**src/rtl/annun_pkg.sv**
```systemverilog
package annun_pkg;

  typedef enum logic [2:0] {
    ST_NORMAL  = 3'd0,
    ST_ALARM   = 3'd1,
    ST_FAULT   = 3'd2,
    ST_TROUBLE = 3'd3,
    ST_TEST    = 3'd4
  } ann_state_e;

  localparam int CODE_W = 8;

  localparam logic [CODE_W-1:0] EC_OK        = 8'h00;
  localparam logic [CODE_W-1:0] EC_ALARM     = 8'h10;
  localparam logic [CODE_W-1:0] EC_FLT_SENSE = 8'h21;
  localparam logic [CODE_W-1:0] EC_FLT_PROOF = 8'h22;
  localparam logic [CODE_W-1:0] EC_FLT_GEN   = 8'h23;
  localparam logic [CODE_W-1:0] EC_TROUBLE   = 8'h30;
  localparam logic [CODE_W-1:0] EC_TEST      = 8'h40;
  localparam logic [CODE_W-1:0] EC_SILENCE   = 8'h50;
  localparam logic [CODE_W-1:0] EC_RESET     = 8'h60;
  localparam logic [CODE_W-1:0] EC_NONE      = 8'hFF;

  typedef struct packed {
    logic pwr;
    logic alm;
    logic flt;
    logic comm;
  } led_t;

  // LED code for a state at phase ph of a frame of 4*qtr ticks
  function automatic led_t pat_leds(ann_state_e st, logic [31:0] ph, logic [31:0] qtr);
    led_t l;
    l.pwr  = 1'b1;
    l.alm  = 1'b0;
    l.flt  = 1'b0;
    l.comm = 1'b1;
    case (st)
      ST_ALARM:   l.alm  = (ph % (2 * qtr)) < qtr;
      ST_FAULT:   l.flt  = 1'b1;
      ST_TROUBLE: l.comm = ph < (2 * qtr);
      ST_TEST: begin
        l = '0;
        case (ph / qtr)
          32'd0:   l.pwr  = 1'b1;
          32'd1:   l.alm  = 1'b1;
          32'd2:   l.flt  = 1'b1;
          default: l.comm = 1'b1;
        endcase
      end
      default: ;
    endcase
    return l;
  endfunction

  // Sounder cadence; every pattern lies in the first half frame
  function automatic logic pat_buzz(ann_state_e st, logic [31:0] ph, logic [31:0] qtr);
    logic b;
    case (st)
      ST_ALARM:   b = (ph < (2 * qtr)) && (ph[0] == 1'b0);
      ST_FAULT:   b = ph < (2 * qtr);
      ST_TROUBLE: b = ph == 32'd0;
      ST_TEST:    b = ph == 32'd0;
      default:    b = 1'b0;
    endcase
    return b;
  endfunction

endpackage

```
**src/rtl/annun_classify.sv**
```systemverilog
module annun_classify
  import annun_pkg::*;
(
  input  logic                sensing_lost,
  input  logic                proof_mismatch,
  input  logic                alarm_eff,
  input  logic                fault_in,
  input  logic                trouble_in,
  output ann_state_e          base_state,
  output logic [CODE_W-1:0]   base_code
);

  always_comb begin
    if (sensing_lost) begin
      base_state = ST_FAULT;
      base_code  = EC_FLT_SENSE;
    end else if (proof_mismatch) begin
      base_state = ST_FAULT;
      base_code  = EC_FLT_PROOF;
    end else if (alarm_eff) begin
      base_state = ST_ALARM;
      base_code  = EC_ALARM;
    end else if (fault_in) begin
      base_state = ST_FAULT;
      base_code  = EC_FLT_GEN;
    end else if (trouble_in) begin
      base_state = ST_TROUBLE;
      base_code  = EC_TROUBLE;
    end else begin
      base_state = ST_NORMAL;
      base_code  = EC_OK;
    end
  end

endmodule

```
**src/rtl/annun_pattern.sv**
```systemverilog
module annun_pattern
  import annun_pkg::*;
#(
  parameter int PHASE_LEN = 8
) (
  input  logic                          clk,
  input  logic                          rst_n,
  input  logic                          tick,
  input  logic                          restart,
  input  ann_state_e                    state,
  input  logic                          silenced,
  output led_t                          leds,
  output logic                          buzz,
  output logic [$clog2(PHASE_LEN)-1:0]  phase
);

  localparam int PH_W = $clog2(PHASE_LEN);
  localparam logic [31:0] QTR = 32'(PHASE_LEN / 4);

  logic [PH_W-1:0] phase_q;

  always_ff @(posedge clk or negedge rst_n) begin
    if (!rst_n) begin
      phase_q <= '0;
    end else if (restart) begin
      phase_q <= '0;
    end else if (tick) begin
      phase_q <= (phase_q == PH_W'(PHASE_LEN - 1)) ? '0 : phase_q + 1'b1;
    end
  end

  assign phase = phase_q;
  assign leds  = pat_leds(state, 32'(phase_q), QTR);
  assign buzz  = pat_buzz(state, 32'(phase_q), QTR) & ~silenced;

endmodule

```
**src/rtl/annun_evlog.sv**
```systemverilog
module annun_evlog
  import annun_pkg::*;
(
  input  logic                clk,
  input  logic                rst_n,
  input  logic                silence_req,
  input  logic                reset_req,
  input  logic [CODE_W-1:0]   cur_code,
  output logic                evt_valid,
  output logic [CODE_W-1:0]   evt_code
);

  logic              pend_rst_q;
  logic              pend_sil_q;
  logic [CODE_W-1:0] last_q;
  logic              emit_rst;
  logic              emit_sil;
  logic              emit_st;

  always_comb begin
    emit_rst = pend_rst_q;
    emit_sil = pend_sil_q & ~pend_rst_q;
    emit_st  = ~pend_rst_q & ~pend_sil_q & (cur_code != last_q);
  end

  always_ff @(posedge clk or negedge rst_n) begin
    if (!rst_n) begin
      pend_rst_q <= 1'b0;
      pend_sil_q <= 1'b0;
      last_q     <= EC_NONE;
      evt_valid  <= 1'b0;
      evt_code   <= '0;
    end else begin
      pend_rst_q <= reset_req;
      pend_sil_q <= silence_req | (pend_sil_q & ~emit_sil);
      if (reset_req)    last_q <= EC_NONE;
      else if (emit_st) last_q <= cur_code;
      evt_valid <= emit_rst | emit_sil | emit_st;
      if (emit_rst)      evt_code <= EC_RESET;
      else if (emit_sil) evt_code <= EC_SILENCE;
      else if (emit_st)  evt_code <= cur_code;
    end
  end

endmodule

```
**src/rtl/annun_ctrl.sv**
```systemverilog
module annun_ctrl
  import annun_pkg::*;
#(
  parameter int PHASE_LEN  = 8,
  parameter int TEST_TICKS = 16
) (
  input  logic         clk,
  input  logic         rst_n,
  input  logic         tick,
  input  logic         alarm_in,
  input  logic         fault_in,
  input  logic         trouble_in,
  input  logic         proof_mismatch,
  input  logic         sensing_lost,
  input  logic         test_req,
  input  logic         silence_req,
  input  logic         reset_req,
  output logic         led_pwr,
  output logic         led_alm,
  output logic         led_flt,
  output logic         led_comm,
  output logic         buzzer_en,
  output logic         evt_valid,
  output logic [7:0]   evt_code
);

  localparam int PH_W = $clog2(PHASE_LEN);
  localparam int TT_W = $clog2(TEST_TICKS);

  ann_state_e        state_q, state_next, base_state;
  logic [CODE_W-1:0] code_q, code_next, base_code;
  logic              alarm_latch_q;
  logic              alarm_eff;
  logic              test_q, test_next, test_start, test_done;
  logic [TT_W-1:0]   test_cnt_q;
  logic              silenced_q, silenced_next;
  logic              state_chg;
  led_t              leds;
  logic [PH_W-1:0]   phase;

  assign alarm_eff = alarm_latch_q | alarm_in;

  annun_classify u_cls (
    .sensing_lost   (sensing_lost),
    .proof_mismatch (proof_mismatch),
    .alarm_eff      (alarm_eff),
    .fault_in       (fault_in),
    .trouble_in     (trouble_in),
    .base_state     (base_state),
    .base_code      (base_code)
  );

  always_comb begin
    test_start = test_req & ~test_q & (base_state == ST_NORMAL);
    test_done  = test_q & tick & (test_cnt_q == TT_W'(TEST_TICKS - 1));
    if (reset_req || base_state != ST_NORMAL) test_next = 1'b0;
    else if (test_q)                         test_next = ~test_done;
    else                                     test_next = test_start;

    if (reset_req) begin
      state_next = ST_NORMAL;
      code_next  = EC_OK;
    end else if (test_next) begin
      state_next = ST_TEST;
      code_next  = EC_TEST;
    end else begin
      state_next = base_state;
      code_next  = base_code;
    end

    state_chg = state_next != state_q;
    if (reset_req || state_chg) silenced_next = 1'b0;
    else                        silenced_next = silenced_q | silence_req;
  end

  always_ff @(posedge clk or negedge rst_n) begin
    if (!rst_n) begin
      state_q       <= ST_NORMAL;
      code_q        <= EC_OK;
      alarm_latch_q <= 1'b0;
      test_q        <= 1'b0;
      test_cnt_q    <= '0;
      silenced_q    <= 1'b0;
    end else begin
      state_q       <= state_next;
      code_q        <= code_next;
      alarm_latch_q <= reset_req ? 1'b0 : alarm_eff;
      test_q        <= test_next;
      silenced_q    <= silenced_next;
      if (test_q && test_next) test_cnt_q <= tick ? test_cnt_q + 1'b1 : test_cnt_q;
      else                     test_cnt_q <= '0;
    end
  end

  annun_pattern #(.PHASE_LEN(PHASE_LEN)) u_pat (
    .clk      (clk),
    .rst_n    (rst_n),
    .tick     (tick),
    .restart  (state_chg | reset_req),
    .state    (state_q),
    .silenced (silenced_q),
    .leds     (leds),
    .buzz     (buzzer_en),
    .phase    (phase)
  );

  assign led_pwr  = leds.pwr;
  assign led_alm  = leds.alm;
  assign led_flt  = leds.flt;
  assign led_comm = leds.comm;

  annun_evlog u_log (
    .clk         (clk),
    .rst_n       (rst_n),
    .silence_req (silence_req),
    .reset_req   (reset_req),
    .cur_code    (code_q),
    .evt_valid   (evt_valid),
    .evt_code    (evt_code)
  );

endmodule

```
**config.mk**
```make
export PLATFORM = sky130hd
export DESIGN_NAME = annun_ctrl
export DESIGN_NICKNAME = d
export VERILOG_FILES = /design/src/rtl/annun_pkg.sv /design/src/rtl/annun_classify.sv /design/src/rtl/annun_pattern.sv /design/src/rtl/annun_evlog.sv /design/src/rtl/annun_ctrl.sv
export SDC_FILE = /design/constraint.sdc
export NUM_CORES = 1
export LEC_CHECK = 0
export ABC_AREA = 1
export BUFFER_PORTS_ARGS = -buffer_cell sky130_fd_sc_hd__buf_2
export CAP_MARGIN = 0
export CORE_AREA = 2 2 56 58
export DETAILED_ROUTE_END_ITERATION = 10
export DIE_AREA = 0 0 58 60
export PLACE_DENSITY = 0.77
export SLEW_MARGIN = 20
export SYNTH_ARGS = -nofsm -noshare
export SYNTH_HDL_FRONTEND = slang
export SYNTH_SLANG_ARGS = --single-unit
```
**constraint.sdc**
```tcl
create_clock -name clk -period 1.8 [get_ports clk]
set_input_delay 0.09 -clock clk [delete_from_list [all_inputs] [get_ports clk]]
set_output_delay 0.09 -clock clk [all_outputs]
set_load 0.02 [all_outputs]
```
==> results of run 1 <==
==> worst paths after layout <==
check	from	cells after the start	endpoint	slack, ns
worst max register to register	u_log.last_q[4]$_DFFE_PN1P_	9	u_log.evt_code[4]$_DFFE_PN0P_	0.27
min in group asynchronous	rst_n	2	test_cnt_q[2]$_DFFE_PN0P_	0.30
max in group asynchronous	rst_n	2	state_q[1]$_DFF_PN0_	1.06
worst min-delay path	alarm_in	3	alarm_latch_q$_DFF_PN0_	0.02
worst min register to register	u_log.last_q[1]$_DFFE_PN1P_	2	u_log.last_q[1]$_DFFE_PN1P_	0.50
worst max-delay path	state_q[1]$_DFF_PN0_	8	buzzer_en	0.17
==> logic make-up after synthesis <==
| family | count (synthesis) |
|---|---|
| and+or+nand+nor | 105 |
| buffers and inverters | 36 |
| xor gates and xnor gates | 1 |
| AOI/OAI and AO/OA | 22 |
| DFF | 29 |
| adders and majority gates | 4 |
| muxes | 1 |
| other | 1 |
==> state kept, by name (all words and copies together) (netlist names) <==
register and cells:
test_q 1, state_q 2, code_q 3, alarm_latch_q 1, u_log.last_q 6, test_cnt_q 4
u_log.evt_valid 1, u_log.emit_rst 1, u_pat.phase 3, u_log.pend_sil_q 1, u_log.evt_code 5, silenced_q 1
==> stage by stage <==
stage          power (mW)  instances  worst slack [ns]  hold WS, ns
6_report             1.33        264             0.167       0.0165
5_1_grt              1.41        264            0.0148       0.0382
4_1_cts              1.35        264           0.00936       0.0153
3_5_place_dp        0.921        251             0.285        0.146
3_3_place_gp        0.918        251             0.301        0.143
2_1_floorplan       0.858        201             0.439       -0.206
==> critical path, cell delays in order, from the launching register on <==
cell and delay [ns]:
dfrtp_2 0.46, inv_2 0.15, nand3_1 0.11, nor2_1 0.10, nor2_1 0.05, nand2_1 0.07, nand2_1 0.04, nor2_1 0.07
buf_2 0.16
==> placed cells by master (no fill, tap or decap), types with 5 or more instances in the layout <==
cell type | synthesis | layout
nand2_1 | 54 | 54
inv_1 | 28 | 27
buf_2 | 1 | 21
nor2_1 | 20 | 20
dfrtp_1 | 23 | 20
nand3_1 | 18 | 18
o21ai_0 | 11 | 11
dfstp_2 | 6 | 6
a21oi_1 | 5 | 5
clkbuf_4 | 0 | 5
dlygate4sd3_1 | 0 | 5
==> Yosys cell counts (all sizes together) (4+ instances only) <==
| cell | number |
|---|---|
| dfstp | 6 |
| nor2 | 23 |
| buf | 5 |
| o21ai | 13 |
| a21oi | 5 |
| ha | 4 |
| nand2 | 55 |
| inv | 30 |
| nand3 | 19 |
| nor3 | 6 |
| dfrtp | 23 |
==> per-layer routing <==
layer  vias up  routed length [um]  global-route usage, %
li1        684                   -                      -
met2        17                1490                   33.3
met5         -                   0                      0
met1       592                1300                   22.0
met4         0                  50                   7.97
met3         6                 113                   7.14
==> power groups by stage <==
stage | Combinational (mW) | Clock, mW | Sequential (mW)
floorplan | 0.124 | 0 | 0.734
global placement | 0.189 | 0 | 0.728
detailed placement | 0.192 | 0 | 0.729
CTS | 0.201 | 0.429 | 0.717
global route | 0.229 | 0.454 | 0.724
finish | 0.200 | 0.414 | 0.719
==> repair_timing <==
| action | 4_1_cts | 5_1_grt |
|---|---|---|
| setup endpoints to repair | 1 | 2 |
| resized for setup | 1 | 8 |
| hold buffers | 5 | 0 |
| endpoints found under the hold margin | 27 | 0 |
==> cell type report <==
cell class / instances / share of cell area [%]
Sequential cell: 29 / 41.1
Timing Repair Buffer: 28 / 9.50
Inverter: 30 / 6.42
Multi-Input combinational cell: 136 / 37.4
Tap cell: 33 / 2.30
Clock buffer: 8 / 3.28
==> impl_metrics.csv, run 1 <==
group,metric,value,unit
run_status,status,"finished clean",
final_layout,antenna_cells,0,
cts,cts-root-buf,"clkbuf_4",
sta,clock.fmax,612,MHz
pwr,switching_power,0.377,mW
route,wire_per_inst,11.2,um
place,dpl_cell_area,1650,sq um
floorplanning,dieArea,3480,sq um
pwr,seqPwrFrac,53.9,%
synth,syn-cell-area,1530,sq um
synth,synthDistinctLibCells,28,
synth,yosys.area_share.simple,29.2,%
place,hpwl,2090,um
floorplanning,floorplan.initialDensity,52.6,%
synth,async_reset_ff_share,100,%
synth,synth_area_per_cell,7.68,sq um
route,drc_errors,0,
synth,yosysTopAreaCellShare,37.7,%
cts,htreeDepth,2,
sta,slew_viol_final,0,
grt,antenna_found_initial,0,
route,wl,2960,um
worst_setup_path,setup.worst_path.class,"flop to output pin",
route,routed_via_density,4.92,
synth,synth_top_family_by_area,"simple AND/OR/NAND/NOR gates",
floorplanning,die_x,58,um
floorplanning,floorplan.rows,20,
flow_run,max_cap_viol_count,0,
floorplanning,coreArea,2900,sq um
sta,tightestPinTransition,0.619,ns
pwr,power.share.clock,31.1,%
pwr,combPwrFrac,15.0,%
synth,ys_warn_count,0,
synth,ys_ff_latch,29,
synth,synth-compound-area-share,7.94,%
final_layout,utilization,61.7,%
grt,grt_pass1_wl,4960,um
route,num_vias,1299,
route,drtIter0Drc,34,
synth,synth_mux_area_share,0.655,%
place,port_buffers,21,
sta,rsz0062_at_grt,"false",
route,ant_nets,0,
min_path,hold_path_class,"input pin to flop",
synth,synth_area_leaders,"dfrtp_1, nand2_1, dfstp_2",
final_layout,drive_gt1_share,21.6,%
worst_setup_path,critPathLaunchType,"flop",
worst_setup_path,cp.arrival,1.54,ns
cts,clkSlewWorstSetupHoldPaths,0.09,ns
worst_setup_path,required,1.71,ns
sta,slew_headroom,58.7,%
floorplanning,die_y,60,um
sta,hold_violations,0,
pwr,p_leak,0.972,nW
grt,overflow,0,
final_layout,syn_to_final_growth,17.3,%
sta,period_minus_slack,1.63,ns
final_layout,nFillCells,281,
grt,grtUsageTotal,19.4,%
sta,fin_skew,0.00642,ns
sta,finalSetupViolCount,0,
worst_setup_path,cp-end-kind,"output pin",
final_layout,seq_area,737,sq um
pwr,vdd_drop_max,406,uV
synth,seq_area_frac_synth,48.0,%
synth,synth_top_area_cell,"dfrtp_1",
worst_setup_path,crit_fanout,7,
synth,synth_cells,199,
cts,cts_tree,"yes",
pwr,p_int,0.956,mW
cts,cts_sinks,29,
sta,final.period_utilization,90.7,%
synth,synth_xor_area_share,0.573,%
cts,clk_path_buf_depth,2,
grt,grt_max_degree,30,
route,first_pass_iters,4,
place,gp_congestion,0.778,
final_layout,multiInputGateArea,669,sq um
sta,setup_tns,0,ns
final_layout,fin_area,1790,sq um
pwr,powerDensity,744,nW/um^2
floorplanning,ios,25,
cts,cts_setup_buffers,0,
grt,grt_pass1_vias,1172,
cts,insertion_delay,0.34,ns
synth,yosys.area_share.adder,3.28,%
pwr,p_sw_share,28.3,%
final_layout,nets,245,
synth,synth_edf_count,0,
synth,synth-main-ff-cell,"dfrtp_1",
cts,numCtsBuffers,5,
Power figures use the tool's default switching activity.
==> run 2, diff against run 1 <==
Settings changed: CTS_BUF_LIST set to sky130_fd_sc_hd__clkbuf_16, CTS_CLUSTER_SIZE set to 28.
==> impl_metrics.csv, run 2 (synthesized netlist as in run 1, its figures left out) <==
group,metric,value,unit
place,gp_congestion,0.778,
grt,antenna_found_initial,0,
pwr,p_int,1.26,mW
pwr,combPwrFrac,11.6,%
sta,rsz0062_at_grt,"false",
pwr,powerDensity,915,nW/um^2
pwr,seqPwrFrac,43.1,%
pwr,power.share.clock,45.3,%
final_layout,utilization,62.9,%
final_layout,layout_common_cells,"nand2_1, inv_1, dfrtp_1",
worst_setup_path,required,1.71,ns
cts,cts_sinks,29,
final_layout,regMostFlops,"u_log.last_q",
route,drc_errors,0,
sta,hold_violations,0,
pwr,power,1.67,mW
grt,grtUsageTotal,19.7,%
grt,grt_pass1_wl,4950,um
sta,finalSetupViolCount,0,
worst_setup_path,crit_top_cell,"nand2_1",
floorplanning,ios,25,
worst_setup_path,cp-end-kind,"output pin",
sta,fin_skew,0.00551,ns
final_layout,antenna_cells,0,
final_layout,top_regs,"u_log.last_q x6, u_log.evt_code x5, test_cnt_q x4",
sta,tightestPinTransition,0.622,ns
place,port_buffers,21,
cts,cts_tree,"yes",
final_layout,layout_commonest_cell,"nand2_1",
place,hpwl,2090,um
pwr,switching_power,0.415,mW
cts,htreeDepth,2,
floorplanning,floorplan.rows,20,
route,ant_nets,0,
route,num_vias,1281,
worst_setup_path,crit_fanout,7,
flow_run,max_cap_viol_count,0,
final_layout,nets,242,
worst_setup_path,crit_chain,"inv_2 -> nor3_2 -> o21ai_0 -> nand2_1 -> nand2_1 -> nor2_1 -> buf_2",
route,wl,2900,um
route,first_pass_iters,4,
final_layout,fin_area,1830,sq um
sta,slew_headroom,58.5,%
pwr,vdd_drop_max,997,uV
grt,grt_max_degree,30,
sta,clock.fmax,630,MHz
cts,cts-root-buf,"clkbuf_16",
worst_setup_path,cp.arrival,1.50,ns
floorplanning,coreArea,2900,sq um
worst_setup_path,setup.worst_path.class,"flop to output pin",
sta,setup_tns,0,ns
cts,clkSlewWorstSetupHoldPaths,0.05,ns
route,routed_via_density,4.91,
cts,insertion_delay,0.27,ns
worst_setup_path,worst_path_largest_cell_delay,0.45,ns
cts,cts_setup_buffers,0,
floorplanning,die_x,58,um
pwr,p_sw_share,24.8,%
final_layout,syn_to_final_growth,19.6,%
min_path,hold_path_class,"input pin to flop",
place,dpl_cell_area,1650,sq um
floorplanning,dieArea,3480,sq um
sta,period_minus_slack,1.59,ns
final_layout,drive_gt1_share,19.7,%
route,wire_per_inst,11.1,um
sta,final.period_utilization,88.2,%
worst_setup_path,cp_slowest_cell,"dfrtp_1",
final_layout,largest_reg_flops,6,
floorplanning,die_y,60,um
grt,overflow,0,
cts,clk_path_buf_depth,2,
grt,grt_pass1_vias,1164,
pwr,p_leak,1.00,nW
run_status,status,"finished clean",
cts,numCtsBuffers,5,
worst_setup_path,critPathLaunchType,"flop",
sta,slew_viol_final,0,
route,drtIter0Drc,30,
floorplanning,floorplan.initialDensity,52.6,%
run 2: changes by cell type in the layout (fill, tap and decap cells not counted), sizes merged:
| cell | before | now |
|---|---|---|
| inv | 30 | 32 |
| dlygate4sd3 | 5 | 2 |
| clkbuf | 8 | 5 |
| clkinv | 0 | 1 |
run 2: routing by layer:
layer / track usage, % / wire (um) / vias to the layer above / part of all wire [%]
met5: 0 / 0 / - / 0
met4: 11.3 / 61 / 0 / 2.1
met3: 7.14 / 106 / 4 / 3.7
met2: 32.1 / 1470 / 17 / 51
met1: 22.2 / 1270 / 582 / 44
li1: - / - / 678 / -
run 2: power groups by stage:
| stage | logic (mW) | registers [mW] | clock network (mW) |
|---|---|---|---|
| after floorplan | 0.124 | 0.734 | 0 |
| after global placement | 0.189 | 0.728 | 0 |
| after detailed placement | 0.192 | 0.729 | 0 |
| after CTS | 0.195 | 0.719 | 0.772 |
| after global routing | 0.223 | 0.725 | 0.802 |
| final | 0.194 | 0.721 | 0.757 |
run 2: critical path: cells and delay by family (launching register included):
| kind | cells | cell delay (ns) |
|---|---|---|
| DFF | 1 | 0.45 |
| buffers and inverters | 2 | 0.28 |
| and+or+nand+nor | 4 | 0.39 |
| AOI/OAI and AO/OA | 1 | 0.10 |
run 2: timing repair:
action,4_1_cts,5_1_grt
hold buffers,1,1
resized for setup,0,4
endpoints found under the setup margin,0,4
hold endpoints to repair,23,1
run 2: final timing paths:
kind | startpoint | to | slack, ns | cells after the start
max in group asynchronous | rst_n | u_log.evt_code[1]$_DFFE_PN0P_ | 1.02 | 2
min in group asynchronous | rst_n | test_cnt_q[2]$_DFFE_PN0P_ | 0.37 | 2
setup / recovery | state_q[1]$_DFF_PN0_ | buzzer_en | 0.21 | 7
setup reg to reg | u_log.last_q[4]$_DFFE_PN1P_ | u_log.evt_code[4]$_DFFE_PN0P_ | 0.27 | 9
hold reg to reg | u_log.last_q[1]$_DFFE_PN1P_ | u_log.last_q[1]$_DFFE_PN1P_ | 0.49 | 2
hold / removal | sensing_lost | code_q[1]$_DFF_PN0_ | 0.01 | 2
run 2: metrics by stage:
step                hold slack (ns)  cells  setup WS (ns)
floorplan                    -0.206    201          0.439
global placement              0.143    251          0.301
detailed placement            0.146    251          0.285
CTS                         0.00290    260         0.0177
global route                 0.0163    261         0.0245
finish                       0.0121    261          0.212
run 2: final cells by class:
cell class	count	area, sq um
Fill cell	281	1080
Inverter	30	113
Clock inverter	3	11.3
Multi-Input combinational cell	136	663
Timing Repair Buffer	25	140
Tap cell	33	41.3
Sequential cell	29	733
Clock buffer	5	125
==> run 3, diff against run 2 <==
Settings changed: REMOVE_ABC_BUFFERS set to 1.
==> impl_metrics.csv, run 3 (synthesized netlist as in run 1, its figures left out) <==
group,metric,value,unit
run_status,status,"finished clean",
final_layout,top_regs,"u_log.last_q x6, u_log.evt_code x5, test_cnt_q x4",
route,wire_per_inst,11.3,um
sta,tightestPinTransition,0.624,ns
worst_setup_path,crit_top_cell,"nand2_1",
final_layout,layout_commonest_cell,"nand2_1",
flow_run,max_cap_viol_count,0,
worst_setup_path,path_delay_family,"simple AND/OR/NAND/NOR gates",
floorplanning,ios,25,
worst_setup_path,rrSetupSlack,0.20,ns
final_layout,nets,242,
place,port_buffers,21,
sta,fin_ws,0.159,ns
final_layout,largest_reg_flops,6,
place,gp_congestion,0.851,
route,first_pass_iters,4,
sta,rsz0062_at_grt,"false",
sta,fin_skew,0.00703,ns
worst_setup_path,crit_path_end,"buzzer_en",
cts,cts_sinks,29,
worst_setup_path,r2r-start,"u_log.last_q[4]$_DFFE_PN1P_",
floorplanning,dieArea,3480,sq um
pwr,power.share.clock,45.5,%
pwr,switching_power,0.419,mW
route,drtIter0Drc,26,
final_layout,regMostFlops,"u_log.last_q",
cts,clk_path_buf_depth,2,
pwr,seqPwrFrac,42.8,%
cts,cts_setup_buffers,0,
place,dp_cells,252,
pwr,powerDensity,924,nW/um^2
worst_setup_path,crit_path_start,"state_q[1]$_DFF_PN0_",
sta,finalSetupViolCount,0,
route,wl,2940,um
floorplanning,die_y,60,um
route,routed_via_density,5.04,
route,drc_errors,0,
grt,antenna_found_initial,0,
worst_setup_path,critPathLaunchType,"flop",
worst_setup_path,cp.arrival,1.55,ns
worst_setup_path,crit_chain,"inv_1 -> nor3_1 -> o21ai_0 -> nand2_1 -> nand2_1 -> nor2_1 -> buf_2",
cts,clkSlewWorstSetupHoldPaths,0.05,ns
worst_setup_path,setup.worst_path.class,"flop to output pin",
floorplanning,coreArea,2900,sq um
worst_setup_path,crit_fanout,7,
floorplanning,floorplan.rows,20,
sta,period_minus_slack,1.64,ns
pwr,combPwrFrac,11.7,%
worst_setup_path,reg2reg_depth,9,
worst_setup_path,cp.depth,7,
worst_setup_path,rr_endpoint,"u_log.evt_code[5]$_DFFE_PN0P_",
grt,grt_max_degree,30,
pwr,p_sw_share,25.0,%
pwr,power,1.68,mW
cts,cts-root-buf,"clkbuf_16",
pwr,p_leak,1.00,nW
grt,grtUsageTotal,19.6,%
final_layout,antenna_cells,0,
min_path,hold_path_class,"input pin to flop",
sta,slew_viol_final,0,
route,num_vias,1315,
grt,overflow,0,
place,detailedPlace.worstSlack,0.288,ns
worst_setup_path,required,1.71,ns
worst_setup_path,worst_path_largest_cell_delay,0.39,ns
cts,insertion_delay,0.27,ns
final_layout,layout_common_cells,"nand2_1, inv_1, dfrtp_1",
sta,clock.fmax,609,MHz
pwr,p_int,1.26,mW
place,dpl_cell_area,1660,sq um
cts,cts_tree,"yes",
grt,grt_pass1_vias,1165,
sta,hold_slack,0.00503,ns
floorplanning,die_x,58,um
route,ant_nets,0,
final_layout,utilization,62.6,%
cts,numCtsBuffers,5,
worst_setup_path,cp-end-kind,"output pin",
sta,final.period_utilization,91.2,%
sta,hold_violations,0,
worst_setup_path,cp_slowest_cell,"dfrtp_1",
sta,slew_headroom,58.4,%
sta,setup_tns,0,ns
final_layout,drive_gt1_share,20.6,%
place,hpwl,2110,um
final_layout,fin_area,1820,sq um
worst_setup_path,path_buf_inv,2,
final_layout,fin_cells,261,
floorplanning,floorplan.initialDensity,52.6,%
cts,htreeDepth,2,
pwr,vdd_drop_max,771,uV
final_layout,syn_to_final_growth,18.9,%
grt,grt_pass1_wl,5020,um
[run 3: cell types whose count changed in the layout (fill, tap and decap cells not counted), sizes merged]
cell         delta
buf             +1
clkinv          +1
dlygate4sd3     -1
inv             -1
[run 3: how the worst min path moves through the flow]
stage | depth (start not counted) | from | end
floorplan | 0 | rst_n | alarm_latch_q$_DFF_PN0_
global placement | 1 | rst_n | code_q[0]$_DFF_PN0_
detailed placement | 1 | rst_n | code_q[0]$_DFF_PN0_
CTS | 1 | reset_req | u_log.emit_rst$_DFF_PN0_
global route | 1 | reset_req | u_log.emit_rst$_DFF_PN0_
finish | 1 | reset_req | u_log.emit_rst$_DFF_PN0_
[run 3: final cells by class]
| cell class | instances | area [sq um] |
|---|---|---|
| clock buffer | 5 | 125 |
| clock inverter | 3 | 13.8 |
| fill | 261 | 1090 |
| inverter | 30 | 113 |
| multi-input combinational | 136 | 652 |
| sequential | 29 | 734 |
| tap | 33 | 41.3 |
| timing repair buffer | 25 | 138 |
[run 3: what timing repair did]
item                                   4_1_cts  5_1_grt
endpoints found under the hold margin       23        0
resized for setup                            0        2
setup endpoints to repair                    0        2
hold buffers                                 1        0
[run 3: power by group through the flow]
stage	sequential, mW	combinational (mW)	clock, mW
after floorplan	0.734	0.113	0
after global placement	0.728	0.192	0
after detailed placement	0.728	0.194	0
after CTS	0.719	0.198	0.773
after global routing	0.725	0.225	0.814
final	0.719	0.196	0.764
[run 3: metal layers]
metal / track usage [%] / part of all wire (%)
met5: 0 / 0
met4: 8.97 / 2.1
met3: 6.28 / 4.6
met2: 30.0 / 47
met1: 25.3 / 46
